===== src/rtl/casc_pkg.sv =====
package casc_pkg;
  typedef enum logic [1:0] {
    OP_HOLD  = 2'd0,
    OP_INC   = 2'd1,
    OP_LOAD  = 2'd2,
    OP_CLEAR = 2'd3
  } slice_op_e;
endpackage


===== src/rtl/casc_slice_ctl.sv =====
module casc_slice_ctl
  import casc_pkg::*;
(
  input  logic      rst,
  input  logic      clear_n,
  input  logic      load_n,
  input  logic      en_p,
  input  logic      en_t,
  output slice_op_e op
);
  // Priority: reset, then clear, then load, then count.
  always_comb begin
    if (rst || !clear_n)     op = OP_CLEAR;
    else if (!load_n)        op = OP_LOAD;
    else if (en_p && en_t)   op = OP_INC;
    else                     op = OP_HOLD;
  end
endmodule


===== src/rtl/casc_slice.sv =====
module casc_slice
  import casc_pkg::*;
#(
  parameter int W = 4
) (
  input  logic         clk,
  input  logic         rst,
  input  logic         clear_n,
  input  logic         load_n,
  input  logic         en_p,
  input  logic         en_t,
  input  logic [W-1:0] d,
  output logic [W-1:0] q,
  output logic         tc
);
  slice_op_e   op;
  logic [W-1:0] q_r;

  casc_slice_ctl ctl_i (
    .rst     (rst),
    .clear_n (clear_n),
    .load_n  (load_n),
    .en_p    (en_p),
    .en_t    (en_t),
    .op      (op)
  );

  always_ff @(posedge clk) begin
    case (op)
      OP_CLEAR: q_r <= '0;
      OP_LOAD:  q_r <= d;
      OP_INC:   q_r <= q_r + 1'b1;
      default:  q_r <= q_r;
    endcase
  end

  assign q  = q_r;
  assign tc = en_t & (&q_r);

  // reset clears the slice
  a_r1_reset: assert property (@(posedge clk) rst |=> (q_r == '0));
  // clear beats load and count
  a_r2_clear: assert property (@(posedge clk) disable iff (rst)
    !clear_n |=> (q_r == '0));
  // load beats count
  a_r3_load: assert property (@(posedge clk) disable iff (rst)
    (clear_n && !load_n) |=> (q_r == $past(d)));
  // enabled increment
  a_r4_inc: assert property (@(posedge clk) disable iff (rst)
    (clear_n && load_n && en_p && en_t) |=> (q_r == W'($past(q_r) + 1'b1)));
  // hold when an enable is low
  a_r5_hold: assert property (@(posedge clk) disable iff (rst)
    (clear_n && load_n && !(en_p && en_t)) |=> $stable(q_r));
endmodule


===== src/rtl/casc_counter.sv =====
module casc_counter #(
  parameter int SLICE_W  = 4,
  parameter int N_SLICES = 3
) (
  input  logic                        clk,
  input  logic                        rst,
  input  logic                        clear_n,
  input  logic                        load_n,
  input  logic [SLICE_W*N_SLICES-1:0] load_data,
  input  logic                        cnt_en,
  input  logic                        carry_en,
  output logic [SLICE_W*N_SLICES-1:0] count,
  output logic                        term_cnt
);
  localparam int TOTAL_W = SLICE_W * N_SLICES;

  logic [N_SLICES:0] chain;
  assign chain[0] = carry_en;

  for (genvar i = 0; i < N_SLICES; i++) begin : g_slice
    casc_slice #(.W(SLICE_W)) slice_i (
      .clk     (clk),
      .rst     (rst),
      .clear_n (clear_n),
      .load_n  (load_n),
      .en_p    (cnt_en),
      .en_t    (chain[i]),
      .d       (load_data[i*SLICE_W +: SLICE_W]),
      .q       (count[i*SLICE_W +: SLICE_W]),
      .tc      (chain[i+1])
    );
  end

  assign term_cnt = chain[N_SLICES];

  // terminal count of the whole chain
  a_r7_term: assert property (@(posedge clk) disable iff (rst)
    term_cnt == (carry_en && (count == {TOTAL_W{1'b1}})));
  // wrap from all ones across every slice
  a_r6_wrap: assert property (@(posedge clk) disable iff (rst)
    (clear_n && load_n && cnt_en && carry_en && (count == {TOTAL_W{1'b1}}))
      |=> (count == '0));
  // carry crosses slice boundaries on the same edge
  a_r4_wide_inc: assert property (@(posedge clk) disable iff (rst)
    (clear_n && load_n && cnt_en && carry_en)
      |=> (count == TOTAL_W'($past(count) + 1'b1)));
endmodule


===== config.mk =====
export PLATFORM = sky130hd
export DESIGN_NAME = casc_counter
export DESIGN_NICKNAME = d
export VERILOG_FILES = /design/src/rtl/casc_pkg.sv /design/src/rtl/casc_slice_ctl.sv /design/src/rtl/casc_slice.sv /design/src/rtl/casc_counter.sv
export SDC_FILE = /design/constraint.sdc
export NUM_CORES = 1
export LEC_CHECK = 0
export ABC_AREA = 1
export BUFFER_PORTS_ARGS = -buffer_cell sky130_fd_sc_hd__buf_2
export CAP_MARGIN = 20
export CORE_ASPECT_RATIO = 0.8
export CORE_MARGIN = 2
export CORE_UTILIZATION = 24
export CTS_CLUSTER_DIAMETER = 40
export DETAILED_ROUTE_END_ITERATION = 10
export MAX_ROUTING_LAYER = met4
export PLACE_DENSITY = 0.49
export SYNTH_ARGS = -nofsm -noshare
export SYNTH_HDL_FRONTEND = slang
export SYNTH_SLANG_ARGS = --single-unit

===== constraint.sdc =====
create_clock -name clk -period 1.8 [get_ports clk]
set_clock_uncertainty 0.05 [all_clocks]
set_input_delay 0.09 -clock clk [delete_from_list [all_inputs] [get_ports clk]]
set_output_delay 0.09 -clock clk [all_outputs]
set_load 0.01 [all_outputs]

Word-level counts from Yosys, hierarchy flattened
Index checks and enable logic that the tools add are counted.
Widths: inputs -> output; s select.
- output and inout port bits: 13
- logic and storage cells: 41
- register bits after elaboration: 12
- muxes and demuxes: 12
- bitwise gates (word level): 3
- equal/unequal tests: 9
- add/subtract/negate cells: 3
- reductions and logical operators: 11
- operator list (cell ; number):
    $pmux 4 s3 ; 3
    $add 4x1->4 const B ; 3
    $eq 2x2->1 const B ; 6
    $mux 2 ; 6
    $reduce_and 4->1 ; 3
    $reduce_bool 3->1 ; 3
    $eq 2x1->1 const B ; 3
    $and 1x1->1 ; 3
    $logic_and 1x1->1 ; 3
    $mux 1 ; 3
    $logic_not 1->1 ; 1
    $logic_or 1x1->1 ; 1

Logic depth before layout (Yosys ltp)
- depth after elaboration: 9
- mapped depth: 10
- gate-level depth less buffers: 10

By module
A second synthesis with hierarchy kept.
- cell total of the unflattened synthesis: 114
- area total of the unflattened synthesis: 912.1 sq um
- by module, submodules not included (module ; cells an instance ; seq. area each (sq um) ; times used ; area an instance (sq um)):
    casc_slice ; 33 ; 120.1 ; 3 ; 281.5
    casc_slice_ctl ; 5 ; 0.0 ; 3 ; 22.5

Worst setup path before layout
No wires, ideal clock.
- kind: register -> register
- from: reg g_slice[0].slice_i.q_r[0]
- to: reg g_slice[1].slice_i.q_r[0] (data pin)
- setup slack: 47 ps
- stages on the path, launching flop included: 10
- arrival: 1448 ps
- period minus slack after synthesis: 1753 ps
- setup time: 255 ps
- data required time: 1495 ps
- path through: edfxtp_1 > ha_1 > nand3_2 > nand2_2 > nand2_2 > inv_1 > ha_1 > inv_1 > a2bb2oi_1 > nor2_1
- longest elaborated chain between the ends: 8
- ends and longest elaborated chain (what ; line ; source):
    from (decl) ; casc_slice.sv:17 ; logic [W-1:0] q_r;
    from (signal assigned) ; casc_slice.sv:32 ; OP_INC: q_r <= q_r + 1'b1;
    from (signal assigned) ; casc_slice.sv:33 ; default: q_r <= q_r;
    $reduce_and 4->1 * ; casc_slice.sv:38 ; assign tc = en_t & (&q_r);
    $and 1x1->1 * ; casc_slice.sv:38 ;
    $logic_and 1x1->1 * ; casc_slice_ctl.sv:15 ; else if (en_p && en_t) op = OP_INC;
    $mux 1 * ; casc_slice_ctl.sv:15 ;
    $mux 2 * ; casc_slice_ctl.sv:14 ; else if (!load_n) op = OP_LOAD;
    $mux 2 * ; casc_slice_ctl.sv:13 ; if (rst || !clear_n) op = OP_CLEAR;
    $eq 2x1->1 / $eq 2x2->1 (equally long branches) ; casc_slice.sv:29 ; case (op)
    $pmux 4 s3 * ; casc_slice.sv:29 ;
    to (signal assigned) ; casc_slice.sv:32 ;
    to (signal assigned) ; casc_slice.sv:33 ;
    to (decl) ; casc_slice.sv:17 ;
Every way passes the cells marked *; elsewhere a longest branch is shown, timed or not.
A chain may end at the register's enable or synchronous reset.

Worst setup path in the final report
Ends and elaborated chain as after synthesis.

==> flow_metrics.py <==
metrics = {
    "clock_network": {
        "h-tree-depth": 1,
        "clk_latency_ps": 230,
        "clock_sinks": 12,
        "cts_tree": "yes",
        "clkTransAtPathRegs_ps": 50,
        "cts_buffer_depth": 2,
        "cts_made_buffers": 3,
        "cts_hold_buf": 0,
        "clockRootBuffer": "clkbuf_8",
    },
    "synthesis": {
        "yosysTopAreaCell": "edfxtp_1",
        "yosys.area_share.simple_pct": 23.2,
        "synth_edf_count": 12,
        "yosys_warnings": 0,
        "synth_top_family_by_area": "simple AND/OR/NAND/NOR gates",
        "netlist.area_leader.share_pct": 42.0,
        "yosys.area_share.xor_xnor_pct": 0,
        "synth-adder-area-share_pct": 17.5,
        "synth_compound_area_share_pct": 11.2,
        "netlist_top_cells_count": "20 x nand2_1, 13 x inv_1, 12 x a21oi_1, 12 x edfxtp_1, 12 x ha_1",
        "synth_seq_area_share_pct": 42.0,
        "netlist_instances": 96,
        "syn_area_um2": 858,
        "synth-async-reset-ratio_pct": 0,
        "muxShareOfSynthArea_pct": 0,
        "syn_nets": 126,
        "ys_types": 17,
        "ys_ff_latch": 12,
        "avgSynthCellArea_um2": 8.94,
        "yosys_most_used_dff": "edfxtp_1",
        "ys_top_cells_by_area": "edfxtp_1 42%, ha_1 17%, nand2_1 8.7%, a21oi_1 7.0%, inv_1 5.7%",
        "synth_most_common_cell": "nand2_1",
    },
    "layout": {
        "nFillCells": 367,
        "diodes": 0,
        "num-nets-final": 165,
        "finalInstanceArea_um2": 1150,
        "area_delta_synth_final_pct": 34.3,
        "multiInputGateArea_um2": 465,
        "seq_area_um2": 360,
        "layout-drive-gt1-share_pct": 34.6,
        "largest_register_ff_count": 12,
    },
    "worst_setup_path": {
        "cp-end-kind": "register",
        "cp-start-kind": "register",
        "path_class": "register to register",
        "cp.required_ps": 1740,
        "arrival_ps": 1660,
        "crit_path_max_fanout": 4,
    },
    "job": {
        "max-cap-violations": 0,
    },
    "global_routing": {
        "grt_remaining_overflow": 0,
        "grtUsageTotal_pct": 10.6,
        "grt_pass1_vias": 746,
        "antenna_found_initial": 0,
        "grt_pass1_wl_mm": 3.22,
        "grt_max_degree": 7,
    },
    "floorplanning": {
        "dieArea_um2": 4070,
        "start_util_pct": 25.1,
        "die_w_um": 70.9,
        "pin_count": 31,
        "die_y_um": 57.5,
        "rows": 19,
        "coreArea_um2": 3420,
    },
    "drt": {
        "drc": 0,
        "drt_iter0_markers": 43,
        "drt_pre_antenna_iters": 5,
        "avgRoutedWirePerCell_um": 11.3,
        "vias": 788,
        "ant_nets": 0,
        "routed_wl_mm": 1.97,
        "via_per_inst": 4.50,
    },
    "placement": {
        "place.gp.congestion": 0.814,
        "dp_hpwl_mm": 1.64,
        "post_dp_cell_area_um2": 1080,
        "portBuffers": 30,
    },
    "min_path": {
        "holdCritPathClass": "input pin to register",
    },
    "sta": {
        "finalCriticalPeriod_ps": 1720,
        "hold_viol": 0,
        "rsz0062_at_grt": "true",
        "period_share_pct": 95.4,
        "clock.fmax_mhz": 582,
        "relSlewSlack_pct": 81.2,
        "tightest_slew_ps": 279,
        "setup_viol_count_final": 0,
        "slew_violations": 0,
    },
    "pwr": {
        "ir_worst_vdd_uv": 200,
        "p_per_area_nw_per_um2": 646,
        "power_leakage_nw": 0.559,
        "total_power_w": 0.000745,
    },
    "run_status": {
        "status": "complete, no violations",
    },
}
cell type report:
cell class              instances  share of cell area [%]
multi-input cells              70                    40.4
flip-flops and latches         12                    31.3
repair buffers                 34                    15.6
inverters                      14                    4.56
well taps                      42                    4.56
clock buffers                   3                    3.58
what timing repair did:
action,CTS,global route
gates resized for setup,0,4
endpoints found under the setup margin,0,10
hold endpoints to repair,0,0
buffers inserted,0,1
cell families (layout without fill, tap and decap cells):
group,count (synthesis),after routing
compound gates,17,17
fa+ha+maj,12,12
buf+inv,14,51
flops,12,12
simple gates,41,41
worst max-delay path: stages, from the launching register on:
cell	delay [ps]
edfxtp_1	400
ha_2	220
nand3_2	80
nand2_2	60
nand2_4	100
inv_1	50
ha_1	220
inv_1	80
a2bb2oi_1	160
nor2_1	60
worst paths after layout:
path	start	to	slack (ps)	cells past startpoint
setup / recovery	g_slice[0].slice_i.q[0]$_DFFE_PP_	g_slice[1].slice_i.q[0]$_DFFE_PP_	80	9
setup reg to reg	g_slice[0].slice_i.q[0]$_DFFE_PP_	g_slice[1].slice_i.q[0]$_DFFE_PP_	80	9
hold reg to reg	g_slice[2].slice_i.q[0]$_DFFE_PP_	g_slice[2].slice_i.q[0]$_DFFE_PP_	690	3
hold / removal	load_data[0]	g_slice[0].slice_i.q[0]$_DFFE_PP_	120	3
metal layers:
metal / track usage (%) / up-vias / routed length (µm)
met3: 2.83 / 2 / 101
li1: - / 405 / -
met1: 13.6 / 360 / 931
met2: 15.9 / 21 / 917
met5: - / - / 0
met4: 4.31 / 0 / 19
where the power goes:
group          internal (W)  total [W]  leakage, nW  switching [W]
clock network      0.000147   0.000243       0.0216      0.0000956
logic             0.0000670   0.000148        0.395      0.0000811
registers          0.000332   0.000354        0.142      0.0000224
per-stage QoR:
| stage | hold WS (ps) | setup TNS, ps | std cells | setup WS (ps) | utilization [%] |
|---|---|---|---|---|---|
| after floorplan | 238 | 0 | 96 | 47.1 | - |
| after global placement | 359 | 0 | 171 | 75.4 | 31.7 |
| after detailed placement | 356 | 0 | 171 | 36.8 | 31.7 |
| after CTS | 131 | 0 | 174 | 28.2 | 32.9 |
| after global routing | 149 | -18.7 | 175 | -11.5 | 33.7 |
| final | 123 | 0 | 175 | 83.1 | 33.7 |
cells in the final DEF (no fill, tap or decap):
cell	count
inv_1	13
a21oi_4	1
nor2_4	1
or2_1	1
nand3_2	2
nand2_4	1
buf_2	30
ha_2	1
a2bb2oi_1	2
inv_2	1
buf_4	4
nor2_1	2
nand4_1	3
o21ai_0	2
edfxtp_1	12
a21oi_1	12
nor4_1	1
ha_1	11
nand2_1	20
nand3_1	8
clkbuf_8	3
nand2_2	2
No activity file was read; power rests on OpenSTA's default activity.
